===== config.mk =====
export PLATFORM = sky130hd
export DESIGN_NAME = fan_tach_monitor
export DESIGN_NICKNAME = d
export VERILOG_FILES = /design/src/rtl/fan_tach_pkg.sv /design/src/rtl/tach_edge_sync.sv /design/src/rtl/tach_period_counter.sv /design/src/rtl/tach_window_judge.sv /design/src/rtl/fan_tach_monitor.sv
export SDC_FILE = /design/constraint.sdc
export NUM_CORES = 1
export LEC_CHECK = 0
export BUFFER_PORTS_ARGS = -buffer_cell sky130_fd_sc_hd__buf_2
export CORE_ASPECT_RATIO = 0.8
export CORE_MARGIN = 3
export CORE_UTILIZATION = 45
export CTS_CLUSTER_DIAMETER = 60
export DETAILED_ROUTE_END_ITERATION = 8
export GPL_TIMING_DRIVEN = 0
export PLACE_DENSITY_LB_ADDON = 0.3
export SYNTH_ARGS = -nofsm -noshare
export SYNTH_HDL_FRONTEND = slang
export SYNTH_HIERARCHICAL = 1
export SYNTH_SLANG_ARGS = --single-unit

===== constraint.sdc =====
create_clock -name clk -period 9 [get_ports clk]
set_input_delay 0.9 -clock clk [delete_from_list [all_inputs] [get_ports clk]]
set_output_delay 0.9 -clock clk [all_outputs]
set_load 0.02 [all_outputs]

===== src/rtl/fan_tach_pkg.sv =====
package fan_tach_pkg;

    typedef enum logic [1:0] {
        VERDICT_OK    = 2'd0,
        VERDICT_LOW   = 2'd1,
        VERDICT_HIGH  = 2'd2,
        VERDICT_STALL = 2'd3
    } verdict_e;

    typedef struct packed {
        logic [31:0] period;
        logic [31:0] tol;
    } ref_window_t;

    function automatic verdict_e classify(input logic [31:0] meas,
                                          input ref_window_t win,
                                          input logic stall);
        logic [32:0] hi;
        logic [32:0] lo;
        hi = {1'b0, win.period} + {1'b0, win.tol};
        lo = (win.period > win.tol) ? {1'b0, win.period - win.tol} : 33'd0;
        if (stall)
            return VERDICT_STALL;
        else if ({1'b0, meas} < lo)
            return VERDICT_LOW;
        else if ({1'b0, meas} > hi)
            return VERDICT_HIGH;
        return VERDICT_OK;
    endfunction

endpackage


===== src/rtl/tach_edge_sync.sv =====
module tach_edge_sync #(
    parameter int STAGES = 2
) (
    input  logic clk,
    input  logic rst,
    input  logic tach_async,
    output logic rise_o
);
    logic [STAGES-1:0] sync_q;
    logic              last_q;

    genvar g;
    generate
        for (g = 0; g < STAGES; g++) begin : g_stage
            if (g == 0) begin : g_first
                always_ff @(posedge clk) begin
                    if (rst) sync_q[0] <= 1'b0;
                    else     sync_q[0] <= tach_async;
                end
            end else begin : g_next
                always_ff @(posedge clk) begin
                    if (rst) sync_q[g] <= 1'b0;
                    else     sync_q[g] <= sync_q[g-1];
                end
            end
        end
    endgenerate

    always_ff @(posedge clk) begin
        if (rst) last_q <= 1'b0;
        else     last_q <= sync_q[STAGES-1];
    end

    assign rise_o = sync_q[STAGES-1] & ~last_q;

    // one detected edge never spans two cycles
    p_rise_single_r1: assert property (@(posedge clk) disable iff (rst)
        rise_o |=> !rise_o);

endmodule


===== src/rtl/tach_period_counter.sv =====
module tach_period_counter #(
    parameter int CNT_W = 16
) (
    input  logic             clk,
    input  logic             rst,
    input  logic             rise_i,
    output logic             stb_o,
    output logic [CNT_W-1:0] value_o,
    output logic             stall_o
);
    localparam logic [CNT_W-1:0] FULL = '1;

    logic [CNT_W-1:0] cnt_q;
    logic             armed_q;
    logic             stalled_q;

    always_ff @(posedge clk) begin
        if (rst) begin
            cnt_q     <= '0;
            armed_q   <= 1'b0;
            stalled_q <= 1'b0;
            stb_o     <= 1'b0;
            value_o   <= '0;
            stall_o   <= 1'b0;
        end else begin
            stb_o   <= 1'b0;
            stall_o <= 1'b0;
            if (rise_i) begin
                if (armed_q && !stalled_q) begin
                    stb_o   <= 1'b1;
                    value_o <= cnt_q;
                end
                armed_q   <= 1'b1;
                stalled_q <= 1'b0;
                cnt_q     <= {{(CNT_W-1){1'b0}}, 1'b1};
            end else if (cnt_q == FULL) begin
                if (!stalled_q) begin
                    stb_o     <= 1'b1;
                    value_o   <= FULL;
                    stall_o   <= 1'b1;
                    stalled_q <= 1'b1;
                end
            end else begin
                cnt_q <= cnt_q + 1'b1;
            end
        end
    end

    // a saturated count does not wrap while no edge arrives
    p_sat_hold_r7: assert property (@(posedge clk) disable iff (rst)
        (cnt_q == FULL && !rise_i) |=> (cnt_q == FULL));

    // the stall report is a single event
    p_stall_once_r7: assert property (@(posedge clk) disable iff (rst)
        stall_o |=> !stall_o);

    // a report never carries zero
    p_report_nonzero_r6: assert property (@(posedge clk) disable iff (rst)
        stb_o |-> (value_o != '0));

endmodule


===== src/rtl/tach_window_judge.sv =====
module tach_window_judge
    import fan_tach_pkg::*;
#(
    parameter int CNT_W     = 16,
    parameter int HW_PERIOD = 20000,
    parameter int HW_TOL    = 5000
) (
    input  logic             clk,
    input  logic             rst,
    input  logic             stb_i,
    input  logic [CNT_W-1:0] value_i,
    input  logic             stall_i,
    input  logic [CNT_W-1:0] sw_period_i,
    input  logic [CNT_W-1:0] sw_tol_i,
    input  logic             hw_sel_i,
    input  logic             settle_i,
    output logic [CNT_W-1:0] meas_o,
    output logic             new_meas_o,
    output logic             err_o
);
    localparam int PAD = 32 - CNT_W;

    ref_window_t win;
    verdict_e    verdict;

    always_comb begin
        if (hw_sel_i) begin
            win.period = 32'(HW_PERIOD);
            win.tol    = 32'(HW_TOL);
        end else begin
            win.period = {{PAD{1'b0}}, sw_period_i};
            win.tol    = {{PAD{1'b0}}, sw_tol_i};
        end
        verdict = classify({{PAD{1'b0}}, value_i}, win, stall_i);
    end

    always_ff @(posedge clk) begin
        if (rst) begin
            meas_o     <= '0;
            new_meas_o <= 1'b0;
            err_o      <= 1'b0;
        end else begin
            new_meas_o <= stb_i;
            err_o      <= stb_i && !settle_i && (verdict != VERDICT_OK);
            if (stb_i) meas_o <= value_i;
        end
    end

    // error only accompanies a report
    p_err_with_meas_r9: assert property (@(posedge clk) disable iff (rst)
        err_o |-> new_meas_o);

    // settling masks the error
    p_settle_quiet_r8: assert property (@(posedge clk) disable iff (rst)
        settle_i |=> !err_o);

    // a stall judged outside settling always errs
    p_stall_err_r7: assert property (@(posedge clk) disable iff (rst)
        (stb_i && stall_i && !settle_i) |=> err_o);

    // measurement holds between reports
    p_meas_hold_r3: assert property (@(posedge clk) disable iff (rst)
        !stb_i |=> $stable(meas_o));

    // published value is never zero
    p_pub_nonzero_r6: assert property (@(posedge clk) disable iff (rst)
        new_meas_o |-> (meas_o != '0));

endmodule


===== src/rtl/fan_tach_monitor.sv =====
module fan_tach_monitor #(
    parameter int CNT_W     = 16,
    parameter int HW_PERIOD = 20000,
    parameter int HW_TOL    = 5000,
    parameter int SYNC_LEN  = 2
) (
    input  logic             clk,
    input  logic             rst,
    input  logic             tach_in,
    input  logic [CNT_W-1:0] sw_period_i,
    input  logic [CNT_W-1:0] sw_tol_i,
    input  logic             hw_change_i,
    input  logic             settling_i,
    output logic [CNT_W-1:0] meas_o,
    output logic             new_meas_o,
    output logic             tach_err_o
);
    logic             rise;
    logic             stb;
    logic             stall;
    logic [CNT_W-1:0] value;

    tach_edge_sync #(.STAGES(SYNC_LEN)) u_sync (
        .clk        (clk),
        .rst        (rst),
        .tach_async (tach_in),
        .rise_o     (rise)
    );

    tach_period_counter #(.CNT_W(CNT_W)) u_count (
        .clk     (clk),
        .rst     (rst),
        .rise_i  (rise),
        .stb_o   (stb),
        .value_o (value),
        .stall_o (stall)
    );

    tach_window_judge #(
        .CNT_W     (CNT_W),
        .HW_PERIOD (HW_PERIOD),
        .HW_TOL    (HW_TOL)
    ) u_judge (
        .clk         (clk),
        .rst         (rst),
        .stb_i       (stb),
        .value_i     (value),
        .stall_i     (stall),
        .sw_period_i (sw_period_i),
        .sw_tol_i    (sw_tol_i),
        .hw_sel_i    (hw_change_i),
        .settle_i    (settling_i),
        .meas_o      (meas_o),
        .new_meas_o  (new_meas_o),
        .err_o       (tach_err_o)
    );

endmodule


# After elaboration in Yosys (flattened, before gate mapping)
# Cells that the tools add are included.
classes:
  n_addsub: 3
  order_cmp: 3
  n_eq_ne: 4
  n_mux: 19
  n_bitwise: 2
  n_reduce_logical: 9
op_table:
  columns: ["operator", "n"]
  rows:
  - ["16-bit two-way mux", 4]
  - ["48-bit two-way mux", 1]
  - ["16-bit by 32-bit adder with 33-bit output", 1]
  - ["16-bit by 33-bit greater-than comparator with 1-bit output", 1]
  - ["16-bit by 33-bit less-than comparator with 1-bit output", 1]
  - ["16-bit by 32-bit greater-than comparator with 1-bit output", 1]
  - ["32-bit two-way mux", 1]
  - ["16-bit by 32-bit subtractor with 32-bit output", 1]
  - ["16-bit by 1-bit adder with 16-bit output (second input constant)", 1]
  - ["16-bit == test (second input constant)", 1]
  - ["1-bit two-way mux", 9]
  - ["2-bit two-way mux", 4]
  - ["2-bit inequality test (second input constant)", 2]
  - ["2-bit nonzero test", 2]
  - ["1-bit logical AND", 3]
  - ["3-bit AND reduction", 1]
  - ["1-bit zero test", 2]
  - ["2-bit by 1-bit inequality test with 1-bit output (second input constant)", 1]
  - ["2-bit OR reduction", 1]
  - ["1-bit AND", 1]
  - ["1-bit inverter", 1]
word_totals:
  register_bits: 57
  inputBits: 37
  output_inout_bits: 18
  wordCells: 53

# Depth between registers and ports, before layout
logic_depth:
  ltp_word: 9
  depth_mapped: 22
  depth_no_buf: 21

# Cells and area by module
# Netlist, hierarchy kept.
modules_own_cells:
  columns: ["module", "n_inst", "cells_each", "area_each_um2", "seq_area_each_um2"]
  rows:
  - ["tach_window_judge", 1, 409, 3110.5, 360.3]
  - ["tach_period_counter", 1, 177, 1585.3, 720.7]
  - ["tach_edge_sync", 1, 7, 87.6, 60.1]

# Worst setup path after synthesis
# No wires, ideal clock.
synth_path:
  path_type: "input to register"
  start: "in hw_change_i"
  end: "reg u_judge.err_o"
  setup_ns: 0.103
  arrival_ns: 4.774
  required_time_ns: 8.897
  slack_ns: 4.123
  path_stages: 18
  path_buffers: 2
  path_cell_list: "clkbuf_1 > or2_2 > ha_1 > or4b_4 > nor4_4 > a211o_1 > a21o_1 > a21boi_2 > clkbuf_1 > nand2_1 > ha_1 > a211oi_1 > o21ai_0 > o211ai_1 > a21oi_1 > o311ai_1 > a21oi_1 > a2111oi_2"
synth_via:
  elab_chain_cells: 9
  elab_cells_between_ends: 15
  classes_between: "2 x add/sub; 3 x order compare; 8 x mux; 2 x reduce/logical"
synth_rtl:
  columns: ["element", "line", "source"]
  rows:
  - ["start: declaration", "fan_tach_monitor.sv:12", "input logic hw_change_i,"]
  - ["48-bit two-way mux (*)", "tach_window_judge.sv:27", "if (hw_sel_i) begin"]
  - ["16-bit by 32-bit subtractor with 32-bit output, or another cell as far along", "fan_tach_pkg.sv:21", "lo = (win.period > win.tol) ? {1'b0, win.period - win.tol} : 33'd0;"]
  - ["32-bit two-way mux or 16-bit by 33-bit greater-than comparator with 1-bit output (tied branches)", "fan_tach_pkg.sv:21, fan_tach_pkg.sv:26", null]
  - ["16-bit by 33-bit less-than comparator with 1-bit output or 1-bit two-way mux (tied branches)", "fan_tach_pkg.sv:24, fan_tach_pkg.sv:26", null]
  - ["2-bit two-way mux or 1-bit two-way mux (tied branches)", "fan_tach_pkg.sv:24", "else if ({1'b0, meas} < lo)"]
  - ["2-bit two-way mux or 1-bit two-way mux (tied branches)", "fan_tach_pkg.sv:22", "if (stall)"]
  - ["2-bit two-way mux (*)", "fan_tach_pkg.sv:28", "return VERDICT_OK;"]
  - ["2-bit nonzero test (*)", "tach_window_judge.sv:44", "err_o <= stb_i && !settle_i && (verdict != VERDICT_OK);"]
  - ["1-bit logical AND (*)", "tach_window_judge.sv:44", null]
  - ["end signal: assignment", "tach_window_judge.sv:44", null]
  - ["end: declaration", "tach_window_judge.sv:19", "output logic err_o"]
# Every way passes the cells marked *; elsewhere a longest branch is shown, timed or not.
# A chain may end at the register's enable or synchronous reset.

# Final worst setup path
# Ends and elaborated chain as after synthesis.

==> results.md <==
* Routability cong. at 0.841
* GRT busiest layer: met1
* Max stage delay on crit path at 0.60 ns
* Multi-input gate area at 3340 µm²
* Crit Path Category: in -> reg
* Top cell type's share of synthesized area at 0.239
* Startpoint types: primary input
* Sequential area share after synthesis at 0.239
* CP Capture Type: flop
* Final setup viols at 0
* Num CTS Buffers at 9
* IO Port Bufs at 54
* WL final at 11900 µm
* Clock Power Share at 0.408
* Met2 Track Usage GR at 0.298
* Width of the die at 121 µm
* Leak at 2.50 nW
* Unique masters post-synth at 62
* Post-CTS Hold Fix Bufs at 0
* CP required at 9.22 ns
* Flops & latches, synth at 57
* Critical-path cell list: buf_2, clkbuf_1, or2_2, ha_1, or4b_4, nor4_4, a211o_1, a21o_1, a21boi_2, clkbuf_1, nand2_1, ha_1, a211oi_1, o21ai_0, o211ai_1, a21oi_1, o311ai_1, a21oi_1, a2111oi_2
* Synth warn at 6
* Synth cell count leaders: nor2_1 (65), ha_1 (64), dfxtp_1 (57)
* Antenna violations before repair at 0
* Cells taking the most area after synthesis: dfxtp_1 (24%), ha_1 (17%), a21oi_1 (5.1%)
* Count of final hold-check violations at 0
* CP max FO at 10
* Num ports at 55
* Largest net degree at the start of global routing at 11
* Clock transition at path regs at 0.05 ns
* Synthesized Nets at 697
* GRT Total Usage at 0.204
* Nets at 762
* Initial core utilization at 0.463
* Slew Limit Headroom at 0.455
* Comb pwr share at 0.265
* Status: complete, no violations
* Avg Vias per Cell at 5.43
* Worst vdd ir at 0.0872 mV
* Slew Limit Fails at 0
* Post-synth EDFFs at 0
* Layout Skew at 0.00723 ns
* Layout cell share with drive strength beyond 1 at 0.169
* Core Region at 10300 µm²
* Routed Antenna Nets at 0
* Vias in the first global route at 4043
* Worst-skew pair later-pin latency at 0.33 ns
* GR Layer Usage met3 at 0.0492
* Fin Setup TNS at 0 ns
* Most common cell in the netlist: nor2_1
* Sw frac at 0.300
* Sw power at 0.000245 W
* Dpl hpwl at 9610 µm
* Crit path DAT at 5.87 ns
* FP Rows at 33
* Max-capacitance violation count at 0
* Syn Area/Cell at 8.07 µm²
* Number of diodes at 0
* Die footprint at 11900 µm²
* Flop pwr share at 0.327
* Clock root buffer: clkbuf_16
* Main synth FF type: dfxtp_1
* Minimum clock period at 5.64 ns
* Number of post-CTS setup repair buffers at 0
* H-tree lvl count at 3
* Cts repair resizes at 0
* Register Area at 1140 µm²
* CTS tree: done
* Crit share post-route at 0.627
* P_int at 0.000572 W
* FMAX at 177 MHz
* Async S/R FF share, synth at 0
* Clk sinks at 57
* Total congestion overflow at 0
* WL per Instance at 14.9 µm
* Pwr/cell area at 148 nW/µm²
* DR vias at 4364
* Cell Area, Synth at 4780 µm²
* Hold/Removal Path Class: reg -> reg
* Met1 usage at 0.307
* Iter 0 DRT Violations at 232
* Post-synth top area cell: dfxtp_1
* Die height at 98.2 µm
* Max clock buf depth at 2
* First drt pass iteration count at 7
* Filler Cells Inserted at 1002
* Post-Synthesis Cells at 593
* Overall power at 0.000817 W
* RSZ-0062 raised after global routing: false
* First-pass GRT wire length at 19600 µm
* Worst-margin pin slew at 0.818 ns
* Drt drc at 0
* Slowest stage cell on the critical path: or4b_4
* Area Growth Syn to Fin at 15.5%
==> through the flow <==
stage | util | setup slack (ns) | instance area (µm²) | hold slack (ns) | instances
global placement | 0.507 | 3.23 | 5230 | 0.428 | 787
CTS | 0.535 | 3.40 | 5530 | 0.465 | 803
global route | 0.535 | 3.05 | 5530 | 0.468 | 803
floorplan | - | 4.12 | 4780 | 0.414 | 593
detailed placement | 0.507 | 3.08 | 5230 | 0.447 | 787
finish | 0.535 | 3.36 | 5530 | 0.458 | 803
==> logic make-up after synthesis <==
kind of cell	Yosys count	share of synthesized area
buffers and inverters	75	0.0628
muxes	17	0.0356
DFF	57	0.239
AOI/OAI and AO/OA	137	0.196
adders and majority gates	67	0.180
and+or+nand+nor	214	0.240
xor gates and xnor gates	26	0.0476
==> path summary, 6_finish.rpt <==
| path | start | end | slack [ns] | depth (start not counted) |
|---|---|---|---|---|
| worst max register to register | u_count/value_o[2] | u_judge/err_o | 6.83 | 8 |
| worst min register to register | u_sync/sync_q[0] | u_sync/sync_q[1] | 0.46 | 1 |
| worst min-delay path | u_sync/sync_q[0] | u_sync/sync_q[1] | 0.46 | 1 |
| worst max-delay path | hw_change_i | u_judge/err_o | 3.36 | 19 |
==> critical path, delay by kind of cell <==
family | cells | cell delay (ns)
AO/OA/AOI/OAI | 10 | 2.06
adder cells (fa/ha/maj) | 2 | 0.72
buffers and inverters | 3 | 0.78
AND/OR/NAND/NOR | 4 | 1.37
==> routing by layer <==
metal	vias up	wire, µm	share of wire
met3	11	618	0.052
met4	0	117	0.0098
met5	-	0	0
li1	2210	-	-
met2	88	4980	0.42
met1	2055	6220	0.52
==> cell type report <==
class,instances,share of cell area
plain buffers,24,0.0197
clock buffers,11,0.0439
clock inverters,5,0.00996
inverters,51,0.0346
multi-input cells,461,0.605
flip-flops and latches,57,0.206
well taps,140,0.0317
repair buffers,54,0.0489
==> power by group through the flow <==
stage               clock network [W]  logic (W)  registers (W)
CTS                          0.000339   0.000216       0.000267
floorplan                           0   0.000161       0.000270
detailed placement                  0   0.000214       0.000272
finish                       0.000334   0.000216       0.000267
global placement                    0   0.000208       0.000272
global route                 0.000354   0.000243       0.000268
==> cells in the final DEF, fill, tap and decap left out, types with 5 or more instances in the layout <==
cell / Yosys / final
a211oi_1: 14 / 14
a211oi_2: 10 / 10
a21o_1: 8 / 8
a21oi_1: 49 / 49
a31oi_1: 6 / 6
and3_1: 6 / 6
buf_2: 3 / 57
clkbuf_1: 17 / 18
clkbuf_16: 0 / 9
dfxtp_1: 57 / 57
ha_1: 64 / 64
inv_1: 50 / 50
mux2i_1: 17 / 17
nand2_1: 40 / 40
nand2b_1: 16 / 16
nand3_1: 9 / 9
nand4_1: 9 / 9
nor2_1: 65 / 65
nor2b_1: 21 / 21
nor3_1: 8 / 8
o21ai_0: 19 / 19
o31ai_1: 6 / 6
or2_2: 12 / 12
or4_1: 5 / 5
xnor2_1: 20 / 20
xor2_1: 6 / 6
==> sequential cells by signal, summed over array words and instances (netlist names) <==
| register | flops |
|---|---|
| u_count/cnt_q | 16 |
| u_count/value_o | 16 |
| u_judge/meas_o | 16 |
| u_sync/sync_q | 2 |
| u_count/armed_q | 1 |
| u_count/stall_o | 1 |
| u_count/stalled_q | 1 |
| u_count/stb_o | 1 |
| u_judge/err_o | 1 |
| u_judge/new_meas_o | 1 |
| u_sync/last_q | 1 |
No activity file was read; power rests on OpenSTA's default activity.
